[src/rtl/mcc_pkg.sv]
package mcc_pkg;

    localparam int OPC_W   = 6;
    localparam int STATE_W = 4;

    typedef enum logic [STATE_W-1:0] {
        ST_FETCH    = 4'b0000,
        ST_DECODE   = 4'b0001,
        ST_BR_EQ    = 4'b0010,
        ST_RT_EXEC  = 4'b0100,
        ST_RT_WB    = 4'b0101,
        ST_ORI_EXEC = 4'b0110,
        ST_ORI_WB   = 4'b0111,
        ST_LD_ADDR  = 4'b1000,
        ST_LD_MEM   = 4'b1001,
        ST_LD_WB    = 4'b1010,
        ST_ST_ADDR  = 4'b1011,
        ST_ST_MEM   = 4'b1100
    } ctl_state_e;

    localparam logic [OPC_W-1:0] OPC_RTYPE = 6'b000000;
    localparam logic [OPC_W-1:0] OPC_ORI   = 6'b001101;
    localparam logic [OPC_W-1:0] OPC_LOAD  = 6'b100011;
    localparam logic [OPC_W-1:0] OPC_STORE = 6'b101011;
    localparam logic [OPC_W-1:0] OPC_BREQ  = 6'b000100;

    localparam logic [1:0] ALU_ADD  = 2'b00;
    localparam logic [1:0] ALU_SUB  = 2'b01;
    localparam logic [1:0] ALU_FUNC = 2'b10;
    localparam logic [1:0] ALU_OR   = 2'b11;

    localparam logic [1:0] SRCB_FOUR = 2'b00;
    localparam logic [1:0] SRCB_RT   = 2'b01;
    localparam logic [1:0] SRCB_EXSH = 2'b10;
    localparam logic [1:0] SRCB_EXT  = 2'b11;

    typedef struct packed {
        logic       pc_wr_now;
        logic       pc_wr_if_zero;
        logic       pc_src;
        logic       ir_wr;
        logic       reg_wr;
        logic       mem_rd;
        logic       mem_wr;
        logic       addr_sel;
        logic       src_a_sel;
        logic [1:0] src_b_sel;
        logic [1:0] alu_op;
        logic       ext_sign;
        logic       dst_sel;
        logic       wb_sel;
    } ctl_word_t;

endpackage

[src/rtl/mcc_dispatch.sv]
module mcc_dispatch
    import mcc_pkg::*;
#(
    parameter int OPW = OPC_W
) (
    input  logic [OPW-1:0] opcode,
    output ctl_state_e     target
);
    always_comb begin
        unique case (opcode)
            OPC_RTYPE: target = ST_RT_EXEC;
            OPC_ORI:   target = ST_ORI_EXEC;
            OPC_LOAD:  target = ST_LD_ADDR;
            OPC_STORE: target = ST_ST_ADDR;
            OPC_BREQ:  target = ST_BR_EQ;
            default:   target = ST_FETCH;
        endcase
    end
endmodule

[src/rtl/mcc_seq.sv]
module mcc_seq
    import mcc_pkg::*;
#(
    parameter int OPW = OPC_W
) (
    input  logic           clk,
    input  logic           rst,
    input  logic [OPW-1:0] opcode,
    output ctl_state_e     state_q
);
    ctl_state_e dispatch_tgt;
    ctl_state_e state_d;

    mcc_dispatch #(.OPW(OPW)) u_dispatch (
        .opcode (opcode),
        .target (dispatch_tgt)
    );

    always_comb begin
        unique case (state_q)
            ST_FETCH:    state_d = ST_DECODE;
            ST_DECODE:   state_d = dispatch_tgt;
            ST_RT_EXEC:  state_d = ST_RT_WB;
            ST_ORI_EXEC: state_d = ST_ORI_WB;
            ST_LD_ADDR:  state_d = ST_LD_MEM;
            ST_LD_MEM:   state_d = ST_LD_WB;
            ST_ST_ADDR:  state_d = ST_ST_MEM;
            ST_BR_EQ,
            ST_RT_WB,
            ST_ORI_WB,
            ST_LD_WB,
            ST_ST_MEM:   state_d = ST_FETCH;
            default:     state_d = ST_FETCH;
        endcase
    end

    always_ff @(posedge clk) begin
        if (rst) state_q <= ST_FETCH;
        else     state_q <= state_d;
    end
endmodule

[src/rtl/mcc_outs.sv]
module mcc_outs
    import mcc_pkg::*;
(
    input  ctl_state_e state_q,
    output ctl_word_t  cw
);
    always_comb begin
        cw           = '0;
        cw.src_b_sel = SRCB_FOUR;
        cw.alu_op    = ALU_ADD;
        cw.ext_sign  = 1'b1;
        unique case (state_q)
            ST_FETCH: begin
                cw.mem_rd    = 1'b1;
                cw.ir_wr     = 1'b1;
                cw.pc_wr_now = 1'b1;
            end
            ST_DECODE: begin
                cw.src_b_sel = SRCB_EXSH;
            end
            ST_BR_EQ: begin
                cw.src_a_sel     = 1'b1;
                cw.src_b_sel     = SRCB_RT;
                cw.alu_op        = ALU_SUB;
                cw.pc_wr_if_zero = 1'b1;
                cw.pc_src        = 1'b1;
            end
            ST_RT_EXEC: begin
                cw.src_a_sel = 1'b1;
                cw.src_b_sel = SRCB_RT;
                cw.alu_op    = ALU_FUNC;
            end
            ST_RT_WB: begin
                cw.reg_wr  = 1'b1;
                cw.dst_sel = 1'b1;
            end
            ST_ORI_EXEC: begin
                cw.src_a_sel = 1'b1;
                cw.src_b_sel = SRCB_EXT;
                cw.alu_op    = ALU_OR;
                cw.ext_sign  = 1'b0;
            end
            ST_ORI_WB: begin
                cw.reg_wr = 1'b1;
            end
            ST_LD_ADDR, ST_ST_ADDR: begin
                cw.src_a_sel = 1'b1;
                cw.src_b_sel = SRCB_EXT;
            end
            ST_LD_MEM: begin
                cw.mem_rd   = 1'b1;
                cw.addr_sel = 1'b1;
            end
            ST_LD_WB: begin
                cw.reg_wr = 1'b1;
                cw.wb_sel = 1'b1;
            end
            ST_ST_MEM: begin
                cw.mem_wr   = 1'b1;
                cw.addr_sel = 1'b1;
            end
            default: begin
            end
        endcase
    end
endmodule

[src/rtl/mcc_ctrl.sv]
module mcc_ctrl
    import mcc_pkg::*;
#(
    parameter int OPW = OPC_W
) (
    input  logic           clk,
    input  logic           rst,
    input  logic [OPW-1:0] opcode,
    input  logic           alu_zero,
    output logic           pc_load,
    output logic           pc_src,
    output logic           ir_wr,
    output logic           reg_wr,
    output logic           mem_rd,
    output logic           mem_wr,
    output logic           addr_sel,
    output logic           src_a_sel,
    output logic [1:0]     src_b_sel,
    output logic [1:0]     alu_op,
    output logic           ext_sign,
    output logic           dst_sel,
    output logic           wb_sel
);
    ctl_state_e state_q;
    ctl_word_t  cw;

    mcc_seq #(.OPW(OPW)) u_seq (
        .clk     (clk),
        .rst     (rst),
        .opcode  (opcode),
        .state_q (state_q)
    );

    mcc_outs u_outs (
        .state_q (state_q),
        .cw      (cw)
    );

    assign pc_load   = cw.pc_wr_now | (cw.pc_wr_if_zero & alu_zero);
    assign pc_src    = cw.pc_src;
    assign ir_wr     = cw.ir_wr;
    assign reg_wr    = cw.reg_wr;
    assign mem_rd    = cw.mem_rd;
    assign mem_wr    = cw.mem_wr;
    assign addr_sel  = cw.addr_sel;
    assign src_a_sel = cw.src_a_sel;
    assign src_b_sel = cw.src_b_sel;
    assign alu_op    = cw.alu_op;
    assign ext_sign  = cw.ext_sign;
    assign dst_sel   = cw.dst_sel;
    assign wb_sel    = cw.wb_sel;
endmodule

[config.mk]
export PLATFORM = sky130hd
export DESIGN_NAME = mcc_ctrl
export DESIGN_NICKNAME = d
export VERILOG_FILES = /design/src/rtl/mcc_pkg.sv /design/src/rtl/mcc_dispatch.sv /design/src/rtl/mcc_seq.sv /design/src/rtl/mcc_outs.sv /design/src/rtl/mcc_ctrl.sv
export SDC_FILE = /design/constraint.sdc
export NUM_CORES = 1
export LEC_CHECK = 0
export ABC_AREA = 1
export BUFFER_PORTS_ARGS = -buffer_cell sky130_fd_sc_hd__buf_2
export CAP_MARGIN = 20
export CORE_AREA = 2 2 39 41
export DETAILED_ROUTE_END_ITERATION = 6
export DIE_AREA = 0 0 41 43
export HOLD_SLACK_MARGIN = 0.03
export PLACE_DENSITY_LB_ADDON = 0.05
export SYNTH_ARGS = -nofsm -noshare
export SYNTH_HDL_FRONTEND = slang
export SYNTH_HIERARCHICAL = 1
export SYNTH_SLANG_ARGS = --single-unit
[constraint.sdc]
create_clock -name clk -period 2.4 [get_ports clk]
set_input_delay 0.24 -clock clk [delete_from_list [all_inputs] [get_ports clk]]
set_output_delay 0.24 -clock clk [all_outputs]
set_load 0.01 [all_outputs]
# Yosys cells after proc, flatten, opt, wreduce, memory -nomap -nowiden
# Cells that the tools add are included.
# classes
n_mux	14
n_eq_ne	15
div	0
order_cmp	0
reduce_logical	8
shifts	0
n_addsub	0
multipliers	0
bitwise_logic	2
# op_table
operator	n
$pmux W4 S7	1
$eq A4 B4 Y1 const B	5
$pmux W4 S5	1
$eq A4 B3 Y1 const B	4
$eq A6 B6 Y1 const B	2
$pmux W2 S3	2
$mux W1	9
$eq A6 B3 Y1 const B	1
$eq A6 B4 Y1 const B	1
$logic_not A6 Y1	1
$reduce_or A2 Y1	3
$reduce_or A3 Y1	2
$reduce_or A5 Y1	1
$eq A4 B1 Y1 const B	1
$eq A4 B2 Y1 const B	1
$logic_not A4 Y1	1
$mux W2	1
$and A1 B1 Y1	1
$or A1 B1 Y1	1
# word_totals
inputBits	9
output_inout_bits	15
latchBits	0
wordCells	40
n_memories	0
mem_bits_ro	0
ramBits	0
regBits	4

# Depth between registers and ports, before layout
# logic_depth
depth_word	4
ltp_mapped	8
ltp_nobuf	8

# By module
# The synthesis kept the hierarchy.
# modules_own_cells
mod	instances	seq_area_each_um2	area_per_inst_um2	cells_each
mcc_seq	1	80.1	210.2	35
mcc_outs	1	0.0	171.4	37
mcc_dispatch	1	0.0	102.6	22
mcc_ctrl	1	0.0	11.3	3

# Least setup slack after synthesis
# Ideal clock, no wire load.
# synth_timing
kind	register to output
from	register u_seq.state_q[2]
to	output port pc_load
required_time_ps	2160
path_buffers	1
path_stages_with_launch	7
setup_slack_ps	1101
t_arrival_ps	1059
cell_sequence	dfxtp_1 > nor2_1 > inv_1 > nor2_1 > buf_4 > inv_1 > nand2_1
# synth_between
elab_cells_between_ends	6
cone_classes	1 x eq/ne; 2 x mux; 2 x bitwise; 1 x reduce/logical
# synth_lines
item	line_no	text
start, declared	mcc_seq.sv:9	output ctl_state_e state_q
start signal, assigned	mcc_seq.sv:39	else state_q <= state_d;
$logic_not A4 Y1	--	
$mux W1	--	
net ir_wr	mcc_ctrl.sv:12	output logic ir_wr,
$or A1 B1 Y1	mcc_ctrl.sv:39	assign pc_load = cw.pc_wr_now | (cw.pc_wr_if_zero & alu_zero);
end, declared	mcc_ctrl.sv:10	output logic pc_load,
# The timed path passes the listed nets, and every way through them passes these cells.

# Worst setup path in the final report
# layout_timing
from	register u_seq.state_q[1]
to	output port pc_load
# layout_between
elab_chain_cells	4
elab_cells_between_ends	6
cone_classes	1 x eq/ne; 2 x mux; 2 x bitwise; 1 x reduce/logical
# layout_rtl
item	line_no	text
$eq A4 B2 Y1	mcc_outs.sv:12	unique case (state_q)
$mux W2	mcc_outs.sv:12	
$and A1 B1 Y1	mcc_ctrl.sv:39	
$or A1 B1 Y1 (*)	mcc_ctrl.sv:39	
# Every way passes the cells marked *; elsewhere a longest branch is shown, timed or not.

==> impl_metrics.json <==
{
  "drc": 0,
  "p_leak_nw": 0.395,
  "worst_slew_pin_slew_ns": 0.324,
  "r2r-start": "u_seq/state_q[3]$_SDFF_PP0_",
  "die_h_um": 43,
  "postCtsSetupBuffers": 0,
  "diodes": 0,
  "cts_buffers": 3,
  "setup_ws_ns": 0.857,
  "clock-root-buffer": "clkbuf_4",
  "synthesis.area_um2": 495,
  "ant_nets": 0,
  "dieArea_mm2": 0.00176,
  "fmax_ghz": 0.648,
  "synth_seq_area_share_pct": 16.2,
  "p_int_mw": 0.146,
  "crit_top_cell": "nand2_1",
  "drive_gt1_share_pct": 34.7,
  "finalClockSkew_ns": 0.00736,
  "syn_to_final_growth_pct": 28.8,
  "syn_nets": 106,
  "wl_per_cell_um": 8.07,
  "largest-register": "u_seq/state_q",
  "drt_iter0_drc": 3,
  "cpPeakStageDelay_ns": 0.44,
  "ioPinCount": 24,
  "outcome": "complete, no violations",
  "setup_viol": 0,
  "start_util_pct": 35.8,
  "power_density_mw_per_mm2": 329,
  "largest_reg_flops": 4,
  "core_area_mm2": 0.00138,
  "nNetsFinal": 132,
  "grt_max_degree": 10,
  "dp_hpwl_um": 948,
  "cts.sinks": 4,
  "insertion_delay_ns": 0.23,
  "grt_pass1_vias": 533,
  "clk_pin_slew_ns": 0.04,
  "finalMaxSlewViolations": 0,
  "routed_wirelength_um": 1110,
  "holdCritStartpoint": "rst",
  "ctsHtreeMaxLevel": 1,
  "vias": 604,
  "crit_fanout": 6,
  "hold_viol_final": 0,
  "drt-vias-per-instance": 4.41,
  "fin_util_pct": 46.1,
  "reg.largest.list": "u_seq/state_q: 4 flops",
  "vdd_drop_max_v": 0.000267,
  "clkPwrFrac_pct": 39.5,
  "fin_tns_setup_ns": 0,
  "dieWidth_um": 41,
  "first_pass_iters": 4,
  "netlist-cell-type-count": 16,
  "relSlewSlack_pct": 78.4,
  "overflow": 0,
  "crit_path_start_kind": "register",
  "antenna_found_initial": 0,
  "io_buffer_count": 23,
  "stdcell_area_um2": 638,
  "pre_cts_slack_ns": 1.09,
  "ys_ff_latch": 4,
  "maxCapViolCount": 0,
  "synthCells": 97,
  "cp.arrival_ns": 1.30,
  "p_comb_share_pct": 25.7,
  "finalPower_mw": 0.210,
  "hp-class": "input port to register",
  "cts-resized-gates": 0,
  "rsz0062_at_grt": "no",
  "track_usage_pct": 15.3,
  "worstPathRequired_ns": 2.16,
  "startpoint": "u_seq/state_q[1]$_SDFF_PP0_",
  "nFillCells": 167,
  "crit_type": "register to output port",
  "endpoint_kind": "output port",
  "clock_path_buffers": 2,
  "post-route-period-util_pct": 64.3,
  "worstPathCellList": "inv_2 > nor2_1 > nand2_1 > inv_1 > nand2_1 > nand2_1 > buf_2",
  "grt_pass1_wl_um": 1920,
  "post_dp_cell_area_um2": 616,
  "cts_tree": "done",
  "power_frac_seq_pct": 34.7,
  "p_switching_mw": 0.0643,
  "rows": 14,
  "critPathSlowestCell": "dfxtp_1",
  "hold_buffers": 0,
  "syn_area_per_cell_um2": 5.11,
  "ys_warn_count": 6,
  "place_congestion": 0.726,
  "p_sw_share_pct": 30.6,
  "fin_crit_ns": 1.54
}
## kinds of logic after synthesis
| kind of cell | Yosys count | synth area share, % |
|---|---|---|
| compound gates | 7 | 7.83 |
| buf+inv | 24 | 19.7 |
| flops | 4 | 16.2 |
| simple gates | 62 | 56.3 |
## path summary, 6_finish.rpt
check | to | slack, ns | cells after the start
setup reg to reg | u_seq/state_q[3]$_SDFF_PP0_ | 1.29 | 4
hold reg to reg | u_seq/state_q[3]$_SDFF_PP0_ | 0.68 | 4
setup / recovery | pc_load | 0.86 | 7
hold / removal | u_seq/state_q[0]$_SDFF_PP0_ | 0.21 | 2
## power groups by stage
stage               sequential [mW]  combinational, mW  clock (mW)
detailed placement           0.0740             0.0547           0
CTS                          0.0729             0.0549      0.0867
floorplan                    0.0733             0.0360           0
global route                 0.0737             0.0628      0.0930
finish                       0.0730             0.0541      0.0830
global placement             0.0739             0.0542           0
## placed cells by master (no fill, tap or decap), drive strengths merged
cell	count
nand4	1
inv	22
buf	23
o21ai	3
nor2	27
nand2	23
clkbuf	3
o211ai	1
a21oi	2
dfxtp	4
o22ai	1
nand3	11
## critical path: cells and delay by family (launching register included)
kind	cells	cell delay, ns
buf+inv	3	0.27
flops	1	0.44
simple gates	4	0.36
## area by class of cell
| cell class | instances | area (um2) | area share (%) |
|---|---|---|---|
| Clock buffer | 3 | 22.5 | 3.53 |
| Inverter | 22 | 82.6 | 12.9 |
| Multi-Input combinational cell | 69 | 318 | 49.8 |
| Sequential cell | 4 | 80.1 | 12.5 |
| Tap cell | 16 | 20.0 | 3.14 |
| Timing Repair Buffer | 23 | 115 | 18.0 |
## cells in the mapped netlist
cell type | number | area, um2
a21oi_1 | 2 | 10.0
buf_4 | 2 | 15.0
dfxtp_1 | 4 | 80.1
inv_1 | 16 | 60.1
inv_2 | 6 | 22.5
nand2_1 | 20 | 75.1
nand2_2 | 3 | 18.8
nand3_1 | 9 | 45.0
nand3_2 | 2 | 20.0
nand4_1 | 1 | 6.26
nor2_1 | 22 | 82.6
nor2_2 | 5 | 31.3
o211ai_1 | 1 | 7.51
o21ai_0 | 2 | 10.0
o21ai_1 | 1 | 5.00
o22ai_1 | 1 | 6.26
## per-layer routing
metal	vias up	GRT usage (%)	wire, um	part of all wire (%)
li1	343	-	-	-
met1	249	18.9	511	46
met2	12	24.7	546	49
met3	0	6.28	49	4.4
met4	0	2.00	0	0
met5	-	0	0	0
## through the flow
step,std cells,hold WS (ns)
floorplan,97,0.309
global placement,134,0.449
detailed placement,134,0.453
CTS,137,0.203
global route,137,0.215
finish,137,0.211
Power figures use the tool's default switching activity.
